===== config.mk =====
export PLATFORM = sky130hd
export DESIGN_NAME = lanebus_ctrl
export DESIGN_NICKNAME = d
export VERILOG_FILES = /design/src/rtl/lanebus_pkg.sv /design/src/rtl/lanebus_decode.sv /design/src/rtl/lanebus_drive.sv /design/src/rtl/lanebus_rdpack.sv /design/src/rtl/lanebus_ctrl.sv
export SDC_FILE = /design/constraint.sdc
export NUM_CORES = 1
export LEC_CHECK = 0
export BUFFER_PORTS_ARGS = -buffer_cell sky130_fd_sc_hd__buf_2
export CORE_MARGIN = 2
export CORE_UTILIZATION = 50
export DETAILED_ROUTE_END_ITERATION = 8
export PLACE_DENSITY = 0.82
export SYNTH_ARGS = -nofsm -noshare
export SYNTH_HDL_FRONTEND = slang
export SYNTH_SLANG_ARGS = --single-unit

===== constraint.sdc =====
create_clock -name clk -period 3.9 [get_ports clk]
set_input_delay 0.78 -clock clk [delete_from_list [all_inputs] [get_ports clk]]
set_output_delay 0.78 -clock clk [all_outputs]
set_load 0.01 [all_outputs]

===== src/rtl/lanebus_pkg.sv =====
// Shared types for the 16-bit byte-lane bus controller.
// Assumes two byte lanes; the upper lane carries even-address bytes.
package lanebus_pkg;

    // Access class chosen from size, address bit 0 and mode.
    typedef enum logic [2:0] {
        KIND_WORD_EVEN = 3'd0,
        KIND_BYTE_ODD  = 3'd1,
        KIND_BYTE_EVEN = 3'd2,
        KIND_WORD_SWAP = 3'd3,
        KIND_REJECT    = 3'd4
    } lane_kind_e;

    // Lane plan for one access.
    typedef struct packed {
        lane_kind_e kind;
        logic       strobe;
        logic       use_hi;
        logic       use_lo;
        logic       swap;
    } lane_plan_t;

    // Sequencer states.
    typedef enum logic {
        ST_IDLE = 1'b0,
        ST_XFER = 1'b1
    } seq_state_e;

endpackage


===== src/rtl/lanebus_decode.sv =====
// Classifies a request into a lane plan.
// Purely combinational; assumes the inputs are stable while req_valid is high.
module lanebus_decode
    import lanebus_pkg::*;
(
    input  logic       addr0,
    input  logic       is_word,
    input  logic       to_iram,
    input  logic       emul,
    input  logic       bus_on,
    output lane_plan_t plan
);

    lane_kind_e kind;

    // Pick the access class.
    always_comb begin
        if (!bus_on) begin
            kind = KIND_REJECT;
        end else if (is_word && !addr0) begin
            kind = KIND_WORD_EVEN;
        end else if (is_word) begin
            kind = (emul && to_iram) ? KIND_WORD_SWAP : KIND_REJECT;
        end else if (addr0) begin
            kind = KIND_BYTE_ODD;
        end else begin
            kind = KIND_BYTE_EVEN;
        end
    end

    // Derive the strobe code and the lane usage from the class.
    always_comb begin
        plan.kind   = kind;
        plan.strobe = 1'b0;
        plan.use_hi = 1'b0;
        plan.use_lo = 1'b0;
        plan.swap   = 1'b0;
        case (kind)
            KIND_WORD_EVEN: begin
                plan.use_hi = 1'b1;
                plan.use_lo = 1'b1;
            end
            KIND_BYTE_ODD: begin
                plan.use_lo = 1'b1;
            end
            KIND_BYTE_EVEN: begin
                plan.strobe = 1'b1;
                plan.use_hi = 1'b1;
            end
            KIND_WORD_SWAP: begin
                plan.strobe = 1'b1;
                plan.use_hi = 1'b1;
                plan.use_lo = 1'b1;
                plan.swap   = 1'b1;
            end
            default: begin
                plan.strobe = 1'b0;
            end
        endcase
    end

endmodule


===== src/rtl/lanebus_drive.sv =====
// Holds the external bus outputs and steers write bytes onto the lanes.
// Outputs change only on load. Lane enables last one cycle after a write load.
// hold freezes every register (stop mode).
module lanebus_drive
    import lanebus_pkg::*;
#(
    parameter int ADDR_W = 16,
    parameter int LANE_W = 8
) (
    input  logic                  clk,
    input  logic                  rst_n,
    input  logic                  hold,
    input  logic                  load,
    input  lane_plan_t            plan,
    input  logic [ADDR_W-1:0]     addr,
    input  logic                  is_read,
    input  logic [2*LANE_W-1:0]   wdata,
    output logic [ADDR_W-1:0]     bus_addr,
    output logic                  bus_lstrb,
    output logic                  bus_rw,
    output logic [LANE_W-1:0]     bus_dout_hi,
    output logic [LANE_W-1:0]     bus_dout_lo,
    output logic                  bus_oe_hi,
    output logic                  bus_oe_lo
);

    localparam int NLANE = 2;

    logic [LANE_W-1:0] byte_lo;
    logic [LANE_W-1:0] byte_up;
    logic [LANE_W-1:0] lane_src [NLANE];
    logic              lane_use [NLANE];

    assign byte_lo = wdata[LANE_W-1:0];
    assign byte_up = wdata[2*LANE_W-1:LANE_W];

    // Lane 1 is the upper (even) lane, lane 0 the lower (odd) lane.
    assign lane_src[1] = plan.swap ? byte_up : byte_lo;
    assign lane_src[0] = (plan.kind == KIND_WORD_EVEN) ? byte_up : byte_lo;
    assign lane_use[1] = plan.use_hi;
    assign lane_use[0] = plan.use_lo;

    // Address, strobe and direction: updated on load, held otherwise.
    always_ff @(posedge clk) begin
        if (!rst_n) begin
            bus_addr  <= '0;
            bus_lstrb <= 1'b1;
            bus_rw    <= 1'b1;
        end else if (!hold && load) begin
            bus_addr  <= addr;
            bus_lstrb <= plan.strobe;
            bus_rw    <= is_read;
        end
    end

    for (genvar g = 0; g < NLANE; g++) begin : g_lane
        logic [LANE_W-1:0] q;
        logic              oe;
        // Per-lane data latch and single-cycle output enable.
        always_ff @(posedge clk) begin
            if (!rst_n) begin
                q  <= '0;
                oe <= 1'b0;
            end else if (!hold) begin
                oe <= load && !is_read && lane_use[g];
                if (load && !is_read && lane_use[g]) begin
                    q <= lane_src[g];
                end
            end
        end
    end

    assign bus_dout_hi = g_lane[1].q;
    assign bus_dout_lo = g_lane[0].q;
    assign bus_oe_hi   = g_lane[1].oe;
    assign bus_oe_lo   = g_lane[0].oe;

endmodule


===== src/rtl/lanebus_rdpack.sv =====
// Captures the two read lanes and packs them so the lower address byte is low.
// Byte reads zero the upper result byte. The result holds until the next capture.
module lanebus_rdpack
    import lanebus_pkg::*;
#(
    parameter int LANE_W = 8
) (
    input  logic                  clk,
    input  logic                  rst_n,
    input  logic                  capture,
    input  lane_kind_e            kind,
    input  logic [LANE_W-1:0]     din_hi,
    input  logic [LANE_W-1:0]     din_lo,
    output logic [2*LANE_W-1:0]   rdata
);

    logic [2*LANE_W-1:0] packed_nxt;

    // Reorder the lanes according to the access class.
    always_comb begin
        case (kind)
            KIND_WORD_EVEN: packed_nxt = {din_lo, din_hi};
            KIND_BYTE_ODD:  packed_nxt = {{LANE_W{1'b0}}, din_lo};
            KIND_BYTE_EVEN: packed_nxt = {{LANE_W{1'b0}}, din_hi};
            KIND_WORD_SWAP: packed_nxt = {din_hi, din_lo};
            default:        packed_nxt = '0;
        endcase
    end

    // Register the packed result on capture.
    always_ff @(posedge clk) begin
        if (!rst_n) begin
            rdata <= '0;
        end else if (capture) begin
            rdata <= packed_nxt;
        end
    end

endmodule


===== src/rtl/lanebus_ctrl.sv =====
// Top of the byte-lane bus controller: sequences one transfer per request.
// Assumes the requester waits for req_done before the next req_valid.
// A request edge loads the bus; the next edge captures read data and raises done.
module lanebus_ctrl
    import lanebus_pkg::*;
#(
    parameter int ADDR_W = 16,
    parameter int LANE_W = 8
) (
    input  logic                  clk,
    input  logic                  rst_n,
    input  logic                  req_valid,
    input  logic [ADDR_W-1:0]     req_addr,
    input  logic                  req_word,
    input  logic                  req_read,
    input  logic [2*LANE_W-1:0]   req_wdata,
    input  logic                  req_iram,
    input  logic                  mode_emul,
    input  logic                  mode_expanded,
    input  logic                  mode_stop,
    output logic                  req_done,
    output logic                  req_err,
    output logic [2*LANE_W-1:0]   req_rdata,
    output logic [ADDR_W-1:0]     bus_addr,
    output logic                  bus_lstrb,
    output logic                  bus_rw,
    output logic [LANE_W-1:0]     bus_dout_hi,
    output logic [LANE_W-1:0]     bus_dout_lo,
    output logic                  bus_oe_hi,
    output logic                  bus_oe_lo,
    input  logic [LANE_W-1:0]     bus_din_hi,
    input  logic [LANE_W-1:0]     bus_din_lo
);

    lane_plan_t plan;
    seq_state_e state;
    lane_kind_e cur_kind;
    logic       cur_read;
    logic       accept;
    logic       refuse;
    logic       load;
    logic       capture;

    lanebus_decode u_decode (
        .addr0   (req_addr[0]),
        .is_word (req_word),
        .to_iram (req_iram),
        .emul    (mode_emul),
        .bus_on  (mode_expanded | mode_emul),
        .plan    (plan)
    );

    assign accept  = req_valid && (state == ST_IDLE) && !mode_stop;
    assign refuse  = accept && (plan.kind == KIND_REJECT);
    assign load    = accept && (plan.kind != KIND_REJECT);
    assign capture = (state == ST_XFER) && cur_read && !mode_stop;

    // Sequencer: idle -> transfer -> idle, with done and error pulses.
    always_ff @(posedge clk) begin
        if (!rst_n) begin
            state    <= ST_IDLE;
            cur_kind <= KIND_WORD_EVEN;
            cur_read <= 1'b0;
            req_done <= 1'b0;
            req_err  <= 1'b0;
        end else if (mode_stop) begin
            req_done <= 1'b0;
            req_err  <= 1'b0;
        end else begin
            req_done <= refuse || (state == ST_XFER);
            req_err  <= refuse;
            if (load) begin
                state    <= ST_XFER;
                cur_kind <= plan.kind;
                cur_read <= req_read;
            end else if (state == ST_XFER) begin
                state <= ST_IDLE;
            end
        end
    end

    lanebus_drive #(
        .ADDR_W (ADDR_W),
        .LANE_W (LANE_W)
    ) u_drive (
        .clk         (clk),
        .rst_n       (rst_n),
        .hold        (mode_stop),
        .load        (load),
        .plan        (plan),
        .addr        (req_addr),
        .is_read     (req_read),
        .wdata       (req_wdata),
        .bus_addr    (bus_addr),
        .bus_lstrb   (bus_lstrb),
        .bus_rw      (bus_rw),
        .bus_dout_hi (bus_dout_hi),
        .bus_dout_lo (bus_dout_lo),
        .bus_oe_hi   (bus_oe_hi),
        .bus_oe_lo   (bus_oe_lo)
    );

    lanebus_rdpack #(
        .LANE_W (LANE_W)
    ) u_rdpack (
        .clk     (clk),
        .rst_n   (rst_n),
        .capture (capture),
        .kind    (cur_kind),
        .din_hi  (bus_din_hi),
        .din_lo  (bus_din_lo),
        .rdata   (req_rdata)
    );

endmodule


==> run metrics <==
outcome complete, no violations; Peak Freq 0.388 GHz; EDFF count, synth 0; Via density 5.45; final net count 419; Crit path largest cell delay between 0.6 and 0.7 ns; main area contributors after synthesis dfxtp_1 (47%), mux2i_1 (16%), nor2_1 (7.0%); Lkg Pwr 1.48 nW; die width around 75 µm; Final HPWL DP between 4000 and 5000 µm; synth cell count leaders dfxtp_1 (59), nor2_1 (47), mux2i_1 (39); Inserted Clock Buffers 9; worst setup margin 1.32 ns; skew final 0.00856 ns; CTS tree built; Post-synth ARST share 0%; CP endpoint kind register; vias in the first global route roughly 2.2k; internal power 0.00100 W; clk_lat worst skew 0.33 ns; FF-to-FF setup slack 1.60 ns; grt met3 use 7.10%; die height 74.7 µm; layout cells sized above 1 36.8%; Vias 2,364; final max-slew violation count 0; TritonCTS Sinks 59; busiest grt layer met2; GR Overflow Total 0; n_diodes 0; Hold Vio Cnt, Final 0; CP top delay family compound AO/OA/AOI/OAI gates; average cell area after synthesis 9.70 µm²; CP max stage cell a311oi_4; final antenna-violating net count 0; Cell Rows 25; Synth Instances 258; sequence of cells on the critical path buf_2, or3b_1, a311oi_4, buf_4, mux2i_1, nor2_1; DRT iter0 DRCs 126; Area Growth Syn to Fin 30.2%; Starting Density 52.3%; global-route wire length before repair 9740 µm; RSZ-0062 raised after global routing false; I/O Buffers between 100 and 150; wire length per cell 14.4 µm; Tcrit/Tclk final around two thirds; Setup Viol. Count Final 0; initial antenna violation count 0; overall fraction of global-route tracks in use 23.1%; worst setup path category input port to register; FF+latch count, synth 59; worst hold path type register to register; ys flop type dfxtp_1; max-slew headroom at the worst pin between 30% and 40%; Gate power share 11.7%; Worst-Margin Slew 0.973 ns; clk root buf clkbuf_8; power density over cell area 409 nW/µm²; Synth area leader dfxtp_1; clock power share around two fifths; P_sw 0.000331 W; Ys Warns 0; Cell Area, Synth 2500 µm²; GR met1 Demand/Resource between 20% and 30%; syn nets 315; switching part of the total 24.8%; most frequent cell after synthesis dfxtp_1; DP Worst Slack ~0.98 ns; area fraction of the dominant cell type after synthesis 47.2%; final setup TNS 0 ns; Longest Clk Path Bufs 2; clock transition at the registers of the reported paths approximately 0.07 ns; GP Congestion 0.902; I/O pin cnt around 110; CP Launch Type input port; Pre-antenna DRT Iters 4; pin count of the biggest net entering global routing 55; CTS Hold Bufs 0; Critical Path RT 4.09 ns; post-synthesis sequential area ratio 47.2%; Netlist cell types 35; post-CTS sizing 0; max_cap viols 0; crit-path max FO 13; WP data arrival 2.77 ns; core area 4790 µm²; Final min period 2.58 ns; sequential share of power 47.3%; post-CTS setup buffers 0; Worst VDD drop 0.000354 V; Crit path buffers/inverters 2; # DRC 0; met2 Track Usage GR between 30% and 40%; Detailed Route WL 6250 µm; CTS H-tree lvls 3; die area 5590 µm²
logic make-up (layout without fill, tap and decap cells):
family / count (synthesis) / in the layout / share of synthesized area [%]
AOI/OAI and AO/OA: 66 / 66 / 20.1
buffers and inverters: 21 / 130 / 4.30
DFF: 59 / 59 / 47.2
muxes: 39 / 39 / 15.6
and+or+nand+nor: 73 / 73 / 12.8
sequential cells by signal (all words and copies together) (netlist names):
| register | cells |
|---|---|
| cur_kind | 3 |
| req_done | 1 |
| u_rdpack.rdata | 16 |
| u_drive.bus_oe_hi | 1 |
| u_drive.bus_dout_lo | 8 |
| req_err | 1 |
| state | 1 |
| u_drive.bus_oe_lo | 1 |
| u_drive.bus_dout_hi | 8 |
| cur_read | 1 |
| u_drive.bus_rw | 1 |
| u_drive.bus_addr | 16 |
| u_drive.bus_lstrb | 1 |
final cells by class:
class                           count  area [µm²]
Inverter                            2        7.51
Tap cell                           67        83.8
Clock inverter                      4        50.0
Sequential cell                    59        1180
Clock buffer                       12         145
Timing Repair Buffer              112         566
Multi-Input combinational cell    178        1220
Fill cell                         417        1530
cells in the final DEF, fill, tap and decap left out, types with 2 or more instances in the layout:
cell type and n:
nor2b_1 2, a311oi_1 8, a22oi_1 9, a22o_1 8
clkinvlp_4 2, nor2_1 47, buf_2 110, clkbuf_1 2
dfxtp_1 59, buf_4 2, nand2_1 4, nor3_1 11
clkbuf_8 10, a21oi_1 20, o21a_1 2, mux2i_1 39
nand3_1 2, a211oi_1 8, o21ai_0 4
through the flow:
step	hold WS [ns]	instances	area [µm²]	utilization, %	power, W
finish	0.480	434	3260	68.1	0.00133
global route	0.508	434	3260	68.1	0.00139
CTS	0.485	434	3260	68.1	0.00134
detailed placement	0.470	418	3060	64.0	0.000799
global placement	0.464	418	3060	64.0	0.000796
floorplan	0.454	258	2500	-	0.000734
worst register-to-register path: stages (launching register included):
cell and delay, ns:
dfxtp_1 0.33, or3b_1 0.54, a311oi_4 0.65, buf_4 0.35
mux2i_1 0.23, nor2_1 0.06
power groups by stage:
stage	Clock [W]	Combinational, W	Sequential (W)
floorplan	0	0.0000850	0.000649
global placement	0	0.000153	0.000643
detailed placement	0	0.000155	0.000644
CTS	0.000558	0.000157	0.000630
global route	0.000582	0.000172	0.000632
finish	0.000546	0.000157	0.000631
layer usage:
layer	up-vias	share of wire, %
met3	9	6.9
met2	91	49
met5	-	0
li1	1153	-
met4	0	1.6
met1	1111	42
path summary, 6_finish.rpt:
kind | from | end | depth (start not counted)
worst max-delay path | mode_stop | u_drive.bus_addr[3]$_SDFFE_PN0P_ | 6
worst min register to register | u_rdpack.rdata[0]$_SDFFE_PN0P_ | u_rdpack.rdata[0]$_SDFFE_PN0P_ | 2
worst max register to register | state$_SDFFE_PN0N_ | u_drive.bus_addr[3]$_SDFFE_PN0P_ | 5
worst min-delay path | u_rdpack.rdata[0]$_SDFFE_PN0P_ | u_rdpack.rdata[0]$_SDFFE_PN0P_ | 2
Note: power is estimated with default switching activity, not from simulation.
